## src/rtl/meth_emit_pkg.sv

```systemverilog
package meth_emit_pkg;

  typedef enum logic {ST_IDLE, ST_DRAIN} emitState_t;

  // strobes from control to datapath
  typedef struct packed {
    logic bufWrite;       // write one buffer entry
    logic bufFromHold;    // entry comes from the held word, not emitData
    logic methodLoad;     // take setWord as the active method
    logic methodPromote;  // take the shadow word as the active method
    logic nextCapture;    // park setWord and emitData for later
  } emitStrobes_t;

endpackage

```

## src/rtl/meth_emit_dp.sv

```systemverilog
module meth_emit_dp
  import meth_emit_pkg::*;
#(
  parameter int DATA_W = 32,
  parameter int DEPTH  = 8,
  parameter int ADDR_W = 16,
  parameter int OFFS_W = 12,
  parameter int STEP_W = 4,
  localparam int SET_W = OFFS_W + STEP_W,
  localparam int IDX_W = (DEPTH > 1) ? $clog2(DEPTH) : 1
) (
  input  logic              clk,
  input  logic              rst_n,
  input  emitStrobes_t      strobe,
  input  logic [IDX_W-1:0]  wrIdx,
  input  logic [IDX_W-1:0]  rdIdx,
  input  logic [SET_W-1:0]  setWord,
  input  logic [DATA_W-1:0] emitData,
  output logic [ADDR_W-1:0] outAddr,
  output logic [DATA_W-1:0] outData
);

  logic [DATA_W-1:0] buffer [DEPTH];
  logic [SET_W-1:0]  methodWord;
  logic [SET_W-1:0]  shadowWord;
  logic [DATA_W-1:0] holdData;
  logic [ADDR_W-1:0] baseAddr;
  logic [ADDR_W-1:0] stride;

  always_ff @(posedge clk) begin
    if (!rst_n) begin
      methodWord <= '0;
      shadowWord <= '0;
      holdData   <= '0;
    end else begin
      if (strobe.methodLoad)
        methodWord <= setWord;
      else if (strobe.methodPromote)
        methodWord <= shadowWord;
      if (strobe.nextCapture) begin
        shadowWord <= setWord;
        holdData   <= emitData;
      end
    end
  end

  always_ff @(posedge clk) begin
    if (strobe.bufWrite)
      buffer[wrIdx] <= strobe.bufFromHold ? holdData : emitData;
  end

  assign baseAddr = ADDR_W'({methodWord[OFFS_W-1:0], 2'b00});
  assign stride   = ADDR_W'({methodWord[SET_W-1:OFFS_W], 2'b00});
  assign outAddr  = baseAddr + ADDR_W'(rdIdx) * stride;
  assign outData  = buffer[rdIdx];

  // consecutive words of one method are one stride apart
  assert_stride_R3: assert property (@(posedge clk) disable iff (!rst_n)
    (rdIdx != '0 && rdIdx == $past(rdIdx) + 1'b1 && $stable(methodWord))
      |-> outAddr == $past(outAddr) + stride);

endmodule

```

## src/rtl/meth_emit_ctrl.sv

```systemverilog
module meth_emit_ctrl
  import meth_emit_pkg::*;
#(
  parameter int DEPTH  = 8,
  localparam int IDX_W = (DEPTH > 1) ? $clog2(DEPTH) : 1,
  localparam int CNT_W = $clog2(DEPTH + 1)
) (
  input  logic             clk,
  input  logic             rst_n,
  input  logic             setValid,
  input  logic             emitValid,
  input  logic             flushReq,
  input  logic             outReady,
  output emitStrobes_t     strobe,
  output logic [IDX_W-1:0] wrIdx,
  output logic [IDX_W-1:0] rdIdx,
  output logic             outValid,
  output logic             busy,
  output logic             errPulse
);

  emitState_t       state, nState;
  logic             pending, nPending;
  logic [CNT_W-1:0] count, nCount;
  logic [IDX_W-1:0] nRdIdx;
  logic             nextValid, nNextValid;
  logic             holdValid, nHoldValid;
  logic             flushLater, nFlushLater;
  logic             errNext;
  logic             pTmp;
  logic [CNT_W-1:0] cTmp;
  logic             lastWord;

  assign lastWord = (CNT_W'(rdIdx) == count - CNT_W'(1));

  always_comb begin
    nState      = state;
    nPending    = pending;
    nCount      = count;
    nRdIdx      = rdIdx;
    nNextValid  = nextValid;
    nHoldValid  = holdValid;
    nFlushLater = flushLater;
    errNext     = 1'b0;
    strobe      = '0;
    wrIdx       = count[IDX_W-1:0];
    pTmp        = pending;
    cTmp        = count;
    case (state)
      ST_IDLE: begin
        if (setValid && pending && count != '0) begin
          // old words must leave first; park the new request
          strobe.nextCapture = 1'b1;
          nNextValid  = 1'b1;
          nHoldValid  = emitValid;
          nFlushLater = flushReq;
          nState      = ST_DRAIN;
          nRdIdx      = '0;
        end else begin
          if (setValid) begin
            strobe.methodLoad = 1'b1;
            pTmp = 1'b1;
            cTmp = '0;
          end
          if (emitValid) begin
            if (!pTmp || cTmp == CNT_W'(DEPTH)) begin
              errNext = 1'b1;
            end else begin
              strobe.bufWrite = 1'b1;
              wrIdx = cTmp[IDX_W-1:0];
              cTmp  = cTmp + 1'b1;
            end
          end
          if (flushReq && pTmp) begin
            if (cTmp != '0) begin
              nState      = ST_DRAIN;
              nRdIdx      = '0;
              nNextValid  = 1'b0;
              nHoldValid  = 1'b0;
              nFlushLater = 1'b0;
            end else begin
              pTmp = 1'b0;
            end
          end
          nPending = pTmp;
          nCount   = cTmp;
        end
      end
      ST_DRAIN: begin
        if (outReady) begin
          if (lastWord) begin
            nRdIdx = '0;
            if (nextValid) begin
              strobe.methodPromote = 1'b1;
              nNextValid = 1'b0;
              nPending   = 1'b1;
              if (holdValid) begin
                strobe.bufWrite    = 1'b1;
                strobe.bufFromHold = 1'b1;
                wrIdx      = '0;
                nCount     = CNT_W'(1);
                nHoldValid = 1'b0;
                if (flushLater) nFlushLater = 1'b0;  // stay draining
                else            nState = ST_IDLE;
              end else begin
                nCount = '0;
                nState = ST_IDLE;
                if (flushLater) begin
                  nPending    = 1'b0;
                  nFlushLater = 1'b0;
                end
              end
            end else begin
              nPending = 1'b0;
              nCount   = '0;
              nState   = ST_IDLE;
            end
          end else begin
            nRdIdx = rdIdx + 1'b1;
          end
        end
      end
      default: nState = ST_IDLE;
    endcase
  end

  always_ff @(posedge clk) begin
    if (!rst_n) begin
      state      <= ST_IDLE;
      pending    <= 1'b0;
      count      <= '0;
      rdIdx      <= '0;
      nextValid  <= 1'b0;
      holdValid  <= 1'b0;
      flushLater <= 1'b0;
      errPulse   <= 1'b0;
    end else begin
      state      <= nState;
      pending    <= nPending;
      count      <= nCount;
      rdIdx      <= nRdIdx;
      nextValid  <= nNextValid;
      holdValid  <= nHoldValid;
      flushLater <= nFlushLater;
      errPulse   <= errNext;
    end
  end

  assign outValid = (state == ST_DRAIN);
  assign busy     = (state != ST_IDLE);

  assert_no_overflow_R5: assert property (@(posedge clk) disable iff (!rst_n)
    count <= CNT_W'(DEPTH));

  assert_err_source_R12: assert property (@(posedge clk) disable iff (!rst_n)
    errPulse |-> $past(emitValid) && !$past(busy));

  assert_drain_nonempty_R8: assert property (@(posedge clk) disable iff (!rst_n)
    outValid |-> count != '0 && pending);

endmodule

```

## src/rtl/meth_emit.sv

```systemverilog
module meth_emit
  import meth_emit_pkg::*;
#(
  parameter int DATA_W = 32,
  parameter int DEPTH  = 8,
  parameter int ADDR_W = 16,
  parameter int OFFS_W = 12,
  parameter int STEP_W = 4,
  localparam int SET_W = OFFS_W + STEP_W,
  localparam int IDX_W = (DEPTH > 1) ? $clog2(DEPTH) : 1
) (
  input  logic              clk,
  input  logic              rst_n,
  input  logic              setValid,
  input  logic [SET_W-1:0]  setWord,
  input  logic              emitValid,
  input  logic [DATA_W-1:0] emitData,
  input  logic              flushReq,
  output logic              busy,
  output logic              errPulse,
  output logic              outValid,
  input  logic              outReady,
  output logic [ADDR_W-1:0] outAddr,
  output logic [DATA_W-1:0] outData
);

  emitStrobes_t     strobe;
  logic [IDX_W-1:0] wrIdx;
  logic [IDX_W-1:0] rdIdx;

  meth_emit_ctrl #(.DEPTH(DEPTH)) u_ctrl (
    .clk       (clk),
    .rst_n     (rst_n),
    .setValid  (setValid),
    .emitValid (emitValid),
    .flushReq  (flushReq),
    .outReady  (outReady),
    .strobe    (strobe),
    .wrIdx     (wrIdx),
    .rdIdx     (rdIdx),
    .outValid  (outValid),
    .busy      (busy),
    .errPulse  (errPulse)
  );

  meth_emit_dp #(
    .DATA_W (DATA_W),
    .DEPTH  (DEPTH),
    .ADDR_W (ADDR_W),
    .OFFS_W (OFFS_W),
    .STEP_W (STEP_W)
  ) u_dp (
    .clk      (clk),
    .rst_n    (rst_n),
    .strobe   (strobe),
    .wrIdx    (wrIdx),
    .rdIdx    (rdIdx),
    .setWord  (setWord),
    .emitData (emitData),
    .outAddr  (outAddr),
    .outData  (outData)
  );

  assert_hold_stable_R10: assert property (@(posedge clk) disable iff (!rst_n)
    (outValid && !outReady) |=> outValid && $stable(outAddr) && $stable(outData));

endmodule

```

## config.mk

```make
export PLATFORM = sky130hd
export DESIGN_NAME = meth_emit
export DESIGN_NICKNAME = d
export VERILOG_FILES = /design/src/rtl/meth_emit_pkg.sv /design/src/rtl/meth_emit_dp.sv /design/src/rtl/meth_emit_ctrl.sv /design/src/rtl/meth_emit.sv
export SDC_FILE = /design/constraint.sdc
export NUM_CORES = 1
export LEC_CHECK = 0
export CORE_MARGIN = 2
export CORE_UTILIZATION = 60
export CTS_CLUSTER_DIAMETER = 40
export DETAILED_ROUTE_END_ITERATION = 10
export GPL_ROUTABILITY_DRIVEN = 0
export GPL_TIMING_DRIVEN = 0
export HOLD_SLACK_MARGIN = 0.15
export PLACE_DENSITY = 0.81
export SETUP_SLACK_MARGIN = 0.4
export SYNTH_ARGS = -nofsm -noshare
export SYNTH_HDL_FRONTEND = slang
export SYNTH_HIERARCHICAL = 1
export SYNTH_SLANG_ARGS = --single-unit
```

## constraint.sdc

```tcl
create_clock -name clk -period 17.4 [get_ports clk]
set_input_delay 5.22 -clock clk [delete_from_list [all_inputs] [get_ports clk]]
set_output_delay 5.22 -clock clk [all_outputs]
set_load 0.02 [all_outputs]
```

After elaboration in Yosys (flattened, before gate mapping):

Memories as Yosys holds them, arrays and structs flattened. A register that Yosys moved wholly into a read port is not among the register bits.
Cells that the tools add are included.

* register bits: 77
* bits in writable memories: 256
* input bits: 54
* output and inout bits: 51
* word-level logic and storage cells: 128
* memories: 1

* $add $sub $neg: 4
* multipliers: 1
* equal/unequal tests: 8
* multiplexer cells: 87
* bitwise gates (word level): 3
* reduce and logical (&&, ||, !) cells: 13

Memories
* u_dp.buffer: words 8, width 32, read ports 1, clocked after memory_dff 1, write ports 1, line meth_emit_dp.sv:23 `logic [DATA_W-1:0] buffer [DEPTH];`

Operators by type and width (number)
* $mux W1: 47
* $mux W3: 14
* $mux W4: 10
* $mux W16: 2
* $mux W32: 1
* $add A14 B16 Y16: 1
* $pmux W1 S2: 6
* $pmux W3 S2: 2
* $mux W2: 4
* $ne A2 B2 Y1 const B: 4
* $pmux W4 S2: 1
* $reduce_bool A4 Y1: 2
* $mul A3 B4 Y7: 1
* $ne A3 B1 Y1 const B: 2
* $reduce_and A3 Y1: 2
* $reduce_and A5 Y1: 1
* $add A4 B1 Y4 const B: 1
* $eq A3 B4 Y1: 1
* $eq A4 B4 Y1 const B: 1
* $reduce_and A4 Y1: 1
* $reduce_or A4 Y1: 1
* $sub A4 B1 Y4 const B: 1
* $add A3 B1 Y3 const B: 1
* $logic_and A1 B1 Y1: 3
* other kinds (4): 6

Longest topological paths before layout:

Gate-level depths: netlist of the first run.

* word-level depth: 17
* mapped depth: 15
* mapped depth without buffers: 12

By module:

Netlist of the first run, hierarchy kept.

By module, submodules not included
* meth_emit_dp: instances 1, cells an instance 747, area an instance 13344.0 µm², sequential area each 8968.6 µm²
* meth_emit_ctrl: instances 1, cells an instance 128, area an instance 993.5 µm², sequential area each 260.2 µm²

Worst setup path after synthesis of the first run:

Ideal clock, no wire load.

* path kind: input-to-reg
* start: in setValid
* end: mem u_dp.buffer[0][0] (enable)
* setup time: 461 ps
* arrival: 8829 ps
* required time: 16939 ps
* path slack: 8110 ps
* stages: 9
* path buffers: 2
* path through: buf_2 > nand2b_1 > ha_1 > and4bb_2 > or2_1 > buf_2 > o22ai_1 > nand2b_1 > nor3_1

RTL lines
* start, declared: line meth_emit.sv:14 `input logic setValid,`
* end, declared: line meth_emit_dp.sv:23

Worst setup path in the final report of the first run:

* start: reg u_ctrl.rdIdx[1]
* end: out outAddr[9]

* longest elaborated chain between the ends: 2

Ends and longest elaborated chain
* start, declared: line meth_emit_ctrl.sv:16 `output logic [IDX_W-1:0] rdIdx,`
* start signal, assigned: line meth_emit_ctrl.sv:141 `rdIdx <= nRdIdx;`
* $mul A3 B4 Y7: line meth_emit_dp.sv:54 `assign outAddr = baseAddr + ADDR_W'(rdIdx) * stride;`
* $add A14 B16 Y16: line meth_emit_dp.sv:54
* end, declared: line meth_emit.sv:23 `output logic [ADDR_W-1:0] outAddr,`

Every way passes these cells.

==> reports/metrics.cfg, run 1 <==
[cts]
clockBufferDepth=3
cts-root-buf=clkbuf_16
cts_tree=built
cts_setup_buffers=0
clkSinkCount=333
ctsHtreeMaxLevel=2
cts_hold_buf=0
path_clk_slew_ns=0.06
cts_resized=0
cts_buffers=39
clock_latency_ns=0.53

[global_routing]
met3_usage=0.0444
grt_pass1_vias=8564
grtUsageMet2=0.435
grt_use_total=0.260
busiest_layer=met2
grt_pass1_wl_mm=48.3
grt_start_max_net_pins=25
grt_util_met1=0.345
antenna_found_initial=0
gr-total-overflow=0

[power_and_ir_drop]
clockPowerShare=0.429
ir_drop_v=0.0000968
power_frac_comb=0.090
p_switching_w=0.000421
internal_power_w=0.00141
p_per_area_mw_per_mm2=106
p_leak_nw=5.75
pwr-share-seq=0.481
sw_frac_of_total=0.230
finalPower_w=0.00183

[logic_synthesis]
synth-main-ff-cell=edfxtp_1
synth_top_area_cell=edfxtp_1
ys_seq_area_frac=0.644
synth_top_area_frac=0.536
syn_inst=875
syn_area_per_cell_um2=16.4
synth_edf_count=256
ys_seq_elements=333
yosys_warnings=6
syn-cell-area_mm2=0.0143
ys_types=57
synthArstFlopShare=0
ys_top_cells_by_area=edfxtp_1 (54%), dfxtp_1 (11%), mux4_2 (10%), mux2i_1 (4.5%), mux2_2 (3.5%)

[floorplan]
core-area_mm2=0.0235
die_h_um=159
fp.dieArea_mm2=0.0251
io-pin-count=105
rows=56
dieWidth_um=159
start_util=0.611

[timing]
fin_tns_setup_ns=0
layout_worst_path_cycle_share=0.619
slew-limit-headroom=0.346
setup_ws_ns=6.64
skew_ns=0.0150
worst_slew_pin_slew_ns=0.981
fmax_mhz=92.9
rsz0062_at_grt=false
maxSlewViolCount=0
setup_viol=0
hold_viol=0
period_minus_slack_ns=10.76

[final_layout]
layout_common_cells=edfxtp_1 (256), clkdlybuf4s50_1 (100), dfxtp_1 (77), mux4_2 (64), mux2i_1 (64)
drive_above_1_share=0.231
n_antenna_cell=0
syn2layout_area_growth_pct=20.6
layout_commonest_cell=edfxtp_1
final_core_util=0.737
nets=1107

[status]
outcome=complete, no violations

[drt]
dr_total_vias=8190
via_per_inst=5.93
ant_nets=0
drtIter0Drc=596
first_pass_iters=5
drcViolationCount=0
wire_per_inst_um=22.6
wl_mm=31.3

[critical_path]
end_kind=output port
crit_arrival_ns=5.54
critical_path_peak_fanout=10
critPathLaunchType=register
crit_type=register to output port
critical_path_required_ns=12.18

[placed_design]
dp_slack_ns=7.22
port_buffers=100
dp_hpwl_mm=20.0

[hold_path]
min_path_type=register to register

[job]
maxCapViolations=0

[sequential cells by signal, summed over array words and instances, names as in the netlist]
| name | flops |
|---|---|
| u_ctrl/holdValid | 1 |
| u_dp/methodWord | 16 |
| u_ctrl/busy | 1 |
| u_ctrl/count | 4 |
| u_ctrl/flushLater | 1 |
| u_dp/shadowWord | 16 |
| u_ctrl/nextValid | 1 |
| u_ctrl/rdIdx | 3 |
| u_dp/buffer | 256 |
| u_ctrl/errPulse | 1 |
| u_ctrl/pending | 1 |
| u_dp/holdData | 32 |
[final cells by class]
class	count	area (µm²)
Buffer	54	309
Clock buffer	46	1040
Clock inverter	26	219
Fill cell	1413	6180
Inverter	13	48.8
Multi-Input combinational cell	477	4810
Sequential cell	333	9230
Tap cell	319	399
Timing Repair Buffer	114	1230
[layer usage]
layer / wire length (µm) / vias to the layer above
met5: 0 / -
met4: 949 / 0
met3: 2000 / 64
met2: 15800 / 285
met1: 12500 / 4157
li1: - / 3684
[cells in the mapped netlist (19+ instances only)]
cell	count
o21ai_0	19
mux2_4	20
clkbuf_1	23
nand2_1	38
edfxtp_1	256
dfxtp_1	77
nor2b_1	48
mux2_2	44
mux2i_1	64
mux4_2	64
and2_1	24
[worst max-delay path: stages, from the launching register on]
cell             delay [ns]
dfxtp_1                0.40
buf_2                  0.22
buf_4                  0.23
clkbuf_1               0.51
nand2_1                0.16
fa_1                   0.52
inv_1                  0.04
ha_1                   0.20
fa_1                   0.46
xor2_1                 0.18
ha_1                   0.36
and3_1                 0.18
a221oi_1               0.57
a21oi_1                0.17
xnor2_1                0.19
clkdlybuf4s50_1        0.62
[kinds of logic after synthesis]
kind of cell | Yosys count | synth area share
and+or+nand+nor | 169 | 0.0640
adders and majority gates | 21 | 0.0204
DFF | 333 | 0.644
muxes | 192 | 0.201
AOI/OAI and AO/OA | 75 | 0.0356
xor gates and xnor gates | 17 | 0.0104
buffers and inverters | 67 | 0.0250
other | 1 | 0.000262
[final timing paths]
path,to,slack [ns],start,cells past startpoint
setup / recovery,outAddr[9],6.64,u_ctrl/rdIdx[1],15
hold / removal,u_ctrl/holdValid,0.49,u_ctrl/holdValid,2
setup reg to reg,u_dp/buffer[0][1],13.41,u_ctrl/count[0],12
hold reg to reg,u_ctrl/holdValid,0.49,u_ctrl/holdValid,2
[per-stage QoR]
stage	cell area, µm²	hold slack [ns]	std cells
floorplan	14300	0.450	877
global placement	15700	0.469	1296
detailed placement	16000	0.479	1310
CTS	17300	0.494	1382
global route	17300	0.520	1382
finish	17300	0.495	1382
[power by group through the flow]
| stage | clock (W) | combinational, W | sequential (W) |
|---|---|---|---|
| after floorplan | 0 | 0.0000993 | 0.000896 |
| after global placement | 0 | 0.000156 | 0.000898 |
| after detailed placement | 0 | 0.000164 | 0.000898 |
| after CTS | 0.000795 | 0.000166 | 0.000881 |
| after global routing | 0.000826 | 0.000177 | 0.000883 |
| final | 0.000785 | 0.000165 | 0.000881 |
No activity file was read; power rests on OpenSTA's default activity.
==> inputs of run 2 (changes only) <==
- CORE_UTILIZATION: 60 -> 59
- PLACE_DENSITY: 0.81 -> 0.8
- clock period: 17.4 -> 10 ns (I/O delays scaled with it)
==> run 2 against run 1 <==
  * Worst setup slack got worse by 5.1 ns
  * Power grew 75%
  * Non-clock buffer count unchanged
  * Clock power up 77%
  * Combinational power increased by 74%
  * Critical path depth unchanged
  * First-iteration DRC count is 12% lower
  * Hold slack lost 0.0043 ns
  * Sequential power rose by 74%
  * Largest cell class unchanged
  * Cell area increased by 0.30%
  * Sequential share of layout area decreased by 0.16 points
==> reports/metrics.cfg, run 2 (synthesis results as in run 1) <==
[cts]
clockBufferDepth=3  ; unchanged
cts_hold_buf=0  ; unchanged
clkSinkCount=333  ; unchanged
cts_setup_buffers=0  ; unchanged
cts_resized=0  ; unchanged
ctsHtreeMaxLevel=2  ; unchanged
cts_tree=built  ; unchanged
clock_latency_ns=0.53  ; about the same
cts_buffers=40  ; was 39
path_clk_slew_ns=0.05  ; was 0.06 ns
cts-root-buf=clkbuf_16  ; unchanged

[job]
maxCapViolations=0  ; unchanged

[power_and_ir_drop]
finalPower_w=0.00321  ; was 0.00183 W
p_per_area_mw_per_mm2=185  ; was 106 mW/mm²
ir_drop_v=0.000157  ; was 0.0000968 V
p_leak_nw=5.78  ; was 5.75 nW

[timing]
period_minus_slack_ns=8.51
hold_viol=0  ; unchanged
skew_ns=0.0205  ; was 0.0150 ns
layout_worst_path_cycle_share=0.851
fin_tns_setup_ns=0  ; unchanged
worst_slew_pin_slew_ns=1.04  ; was 0.981 ns
fmax_mhz=118
rsz0062_at_grt=false  ; unchanged
slew-limit-headroom=0.308  ; was 0.346
maxSlewViolCount=0  ; unchanged
setup_viol=0  ; unchanged

[final_layout]
reg_top3=u_dp/buffer x256, u_dp/holdData x32  ; unchanged
final-instance-count-excl-fill=1389  ; was 1382
layout_commonest_cell=edfxtp_1  ; unchanged
n_fill_cell=1570  ; was 1413
layout_common_cells=edfxtp_1 (256), clkdlybuf4s50_1 (100), dfxtp_1 (77), mux4_2 (64), mux2i_1 (64)  ; unchanged
largest_register_ffs=256  ; unchanged
drive_above_1_share=0.228  ; was 0.231
syn2layout_area_growth_pct=21.0  ; was 20.6%
nets=1108  ; was 1107
largest_register=u_dp/buffer  ; unchanged
n_antenna_cell=0  ; unchanged

[global_routing]
grt_pass1_wl_mm=47.9  ; was 48.3 mm
grt_use_total=0.248  ; was 0.260
grt_pass1_vias=8361  ; was 8564
grt_start_max_net_pins=25  ; unchanged
gr-total-overflow=0  ; unchanged
antenna_found_initial=0  ; unchanged

[critical_path]
crit_type=register to output port  ; unchanged
critical_path_required_ns=7.00  ; was 12.18 ns
path_buf_inv=5  ; unchanged
cpMaxStageDelayCell=clkdlybuf4s50_1  ; unchanged
startpoint=u_ctrl/rdIdx[1]  ; unchanged
critPathTopFamily=buffers and inverters  ; unchanged
r2r_start=u_ctrl/count[1]  ; was u_ctrl/count[0]
crit_arrival_ns=5.51  ; was 5.54 ns
worstPathCellList=buf_2 > buf_4 > clkbuf_1 > nand2_1 > fa_1 > inv_1 > ha_1 > fa_1 > xor2_1 > ha_1 > and3_1 > a221oi_1 > a211oi_1 > xor2_1 > clkdlybuf4s50_1  ; was buf_2 > buf_4 > clkbuf_1 > nand2_1 > fa_1 > inv_1 > ha_1 > fa_1 > xor2_1 > ha_1 > and3_1 > a221oi_1 > a21oi_1 > xnor2_1 > clkdlybuf4s50_1
slowest_delay_ns=0.61  ; was 0.62 ns
critPathLaunchType=register  ; unchanged
end_kind=output port  ; unchanged
reg2reg_slack_ns=6.17  ; was 13.41 ns
critical_path_peak_fanout=10  ; unchanged

[drt]
drcViolationCount=0  ; unchanged
dr_total_vias=8141  ; was 8190
ant_nets=0  ; unchanged
drtIter0Drc=524  ; was 596
via_per_inst=5.86  ; was 5.93
wl_mm=30.9  ; was 31.3 mm
wire_per_inst_um=22.3  ; was 22.6 µm
first_pass_iters=5  ; unchanged

[floorplan]
start_util=0.595  ; was 0.611
fp.dieArea_mm2=0.0256  ; was 0.0251 mm²
core-area_mm2=0.0241  ; was 0.0235 mm²
io-pin-count=105  ; unchanged
rows=57  ; was 56
dieWidth_um=160  ; was 159 µm
die_h_um=160  ; was 159 µm

[status]
outcome=complete, no violations  ; unchanged

[hold_path]
min_path_type=register to register  ; unchanged
hold_start=u_ctrl/holdValid  ; unchanged

[placed_design]
port_buffers=100  ; unchanged
dp_hpwl_mm=19.8  ; was 20.0 mm
placed_cells=1315  ; was 1310

## run 2: changes by cell type in the layout (fill, tap and decap cells not counted), sizes merged
cell / before / now
clkinvlp: 4 / 3
inv: 25 / 17
bufinv: 1 / 2
clkbuf: 69 / 71
clkinv: 9 / 17
## run 2: path summary, 6_finish.rpt
path,endpoint,cells after the start
max,outAddr[11],15
min reg2reg,u_ctrl/holdValid,2
min,u_ctrl/holdValid,2
max reg2reg,u_dp/buffer[0][18],9
## run 2: metal layers
| metal | GRT usage | share of wire | vias to the layer above |
|---|---|---|---|
| met5 | 0 | 0 | - |
| met4 | 0.0762 | 0.024 | 0 |
| met3 | 0.0452 | 0.060 | 55 |
| met2 | 0.427 | 0.51 | 279 |
| met1 | 0.324 | 0.41 | 4129 |
| li1 | - | - | 3678 |
## run 2: where the power goes
group          switching, W  total [W]  internal (W)
Clock              0.000557    0.00139      0.000834
Sequential        0.0000145    0.00153       0.00152
Combinational      0.000146   0.000287      0.000141
Total              0.000717    0.00321       0.00249
## run 2: layout make-up
cell class	instances	area, µm²	area share
flip-flops and latches	333	9230	0.532
clock inverters	26	219	0.0126
multi-input cells	477	4810	0.278
well taps	324	405	0.0234
inverters	13	48.8	0.00281
clock buffers	48	1080	0.0625
repair buffers	114	1230	0.0711
plain buffers	54	309	0.0178
## run 2: metrics by stage
| step | hold WS, ns | utilization | setup WS [ns] | instance area, µm² |
|---|---|---|---|---|
| after floorplan | 0.450 | - | 2.93 | 14300 |
| after global placement | 0.471 | 0.653 | 0.0697 | 15800 |
| after detailed placement | 0.480 | 0.665 | 2.01 | 16000 |
| after CTS | 0.490 | 0.719 | 1.43 | 17300 |
| after global routing | 0.538 | 0.719 | 1.16 | 17300 |
| final | 0.490 | 0.719 | 1.49 | 17300 |
## run 2: tightest hold or removal path, delay by kind of cell, from the launching register on
family / cells / cell delay (ns)
AND/OR/NAND/NOR: 1 / 0.07
AO/OA/AOI/OAI: 1 / 0.05
flip-flops: 1 / 0.33
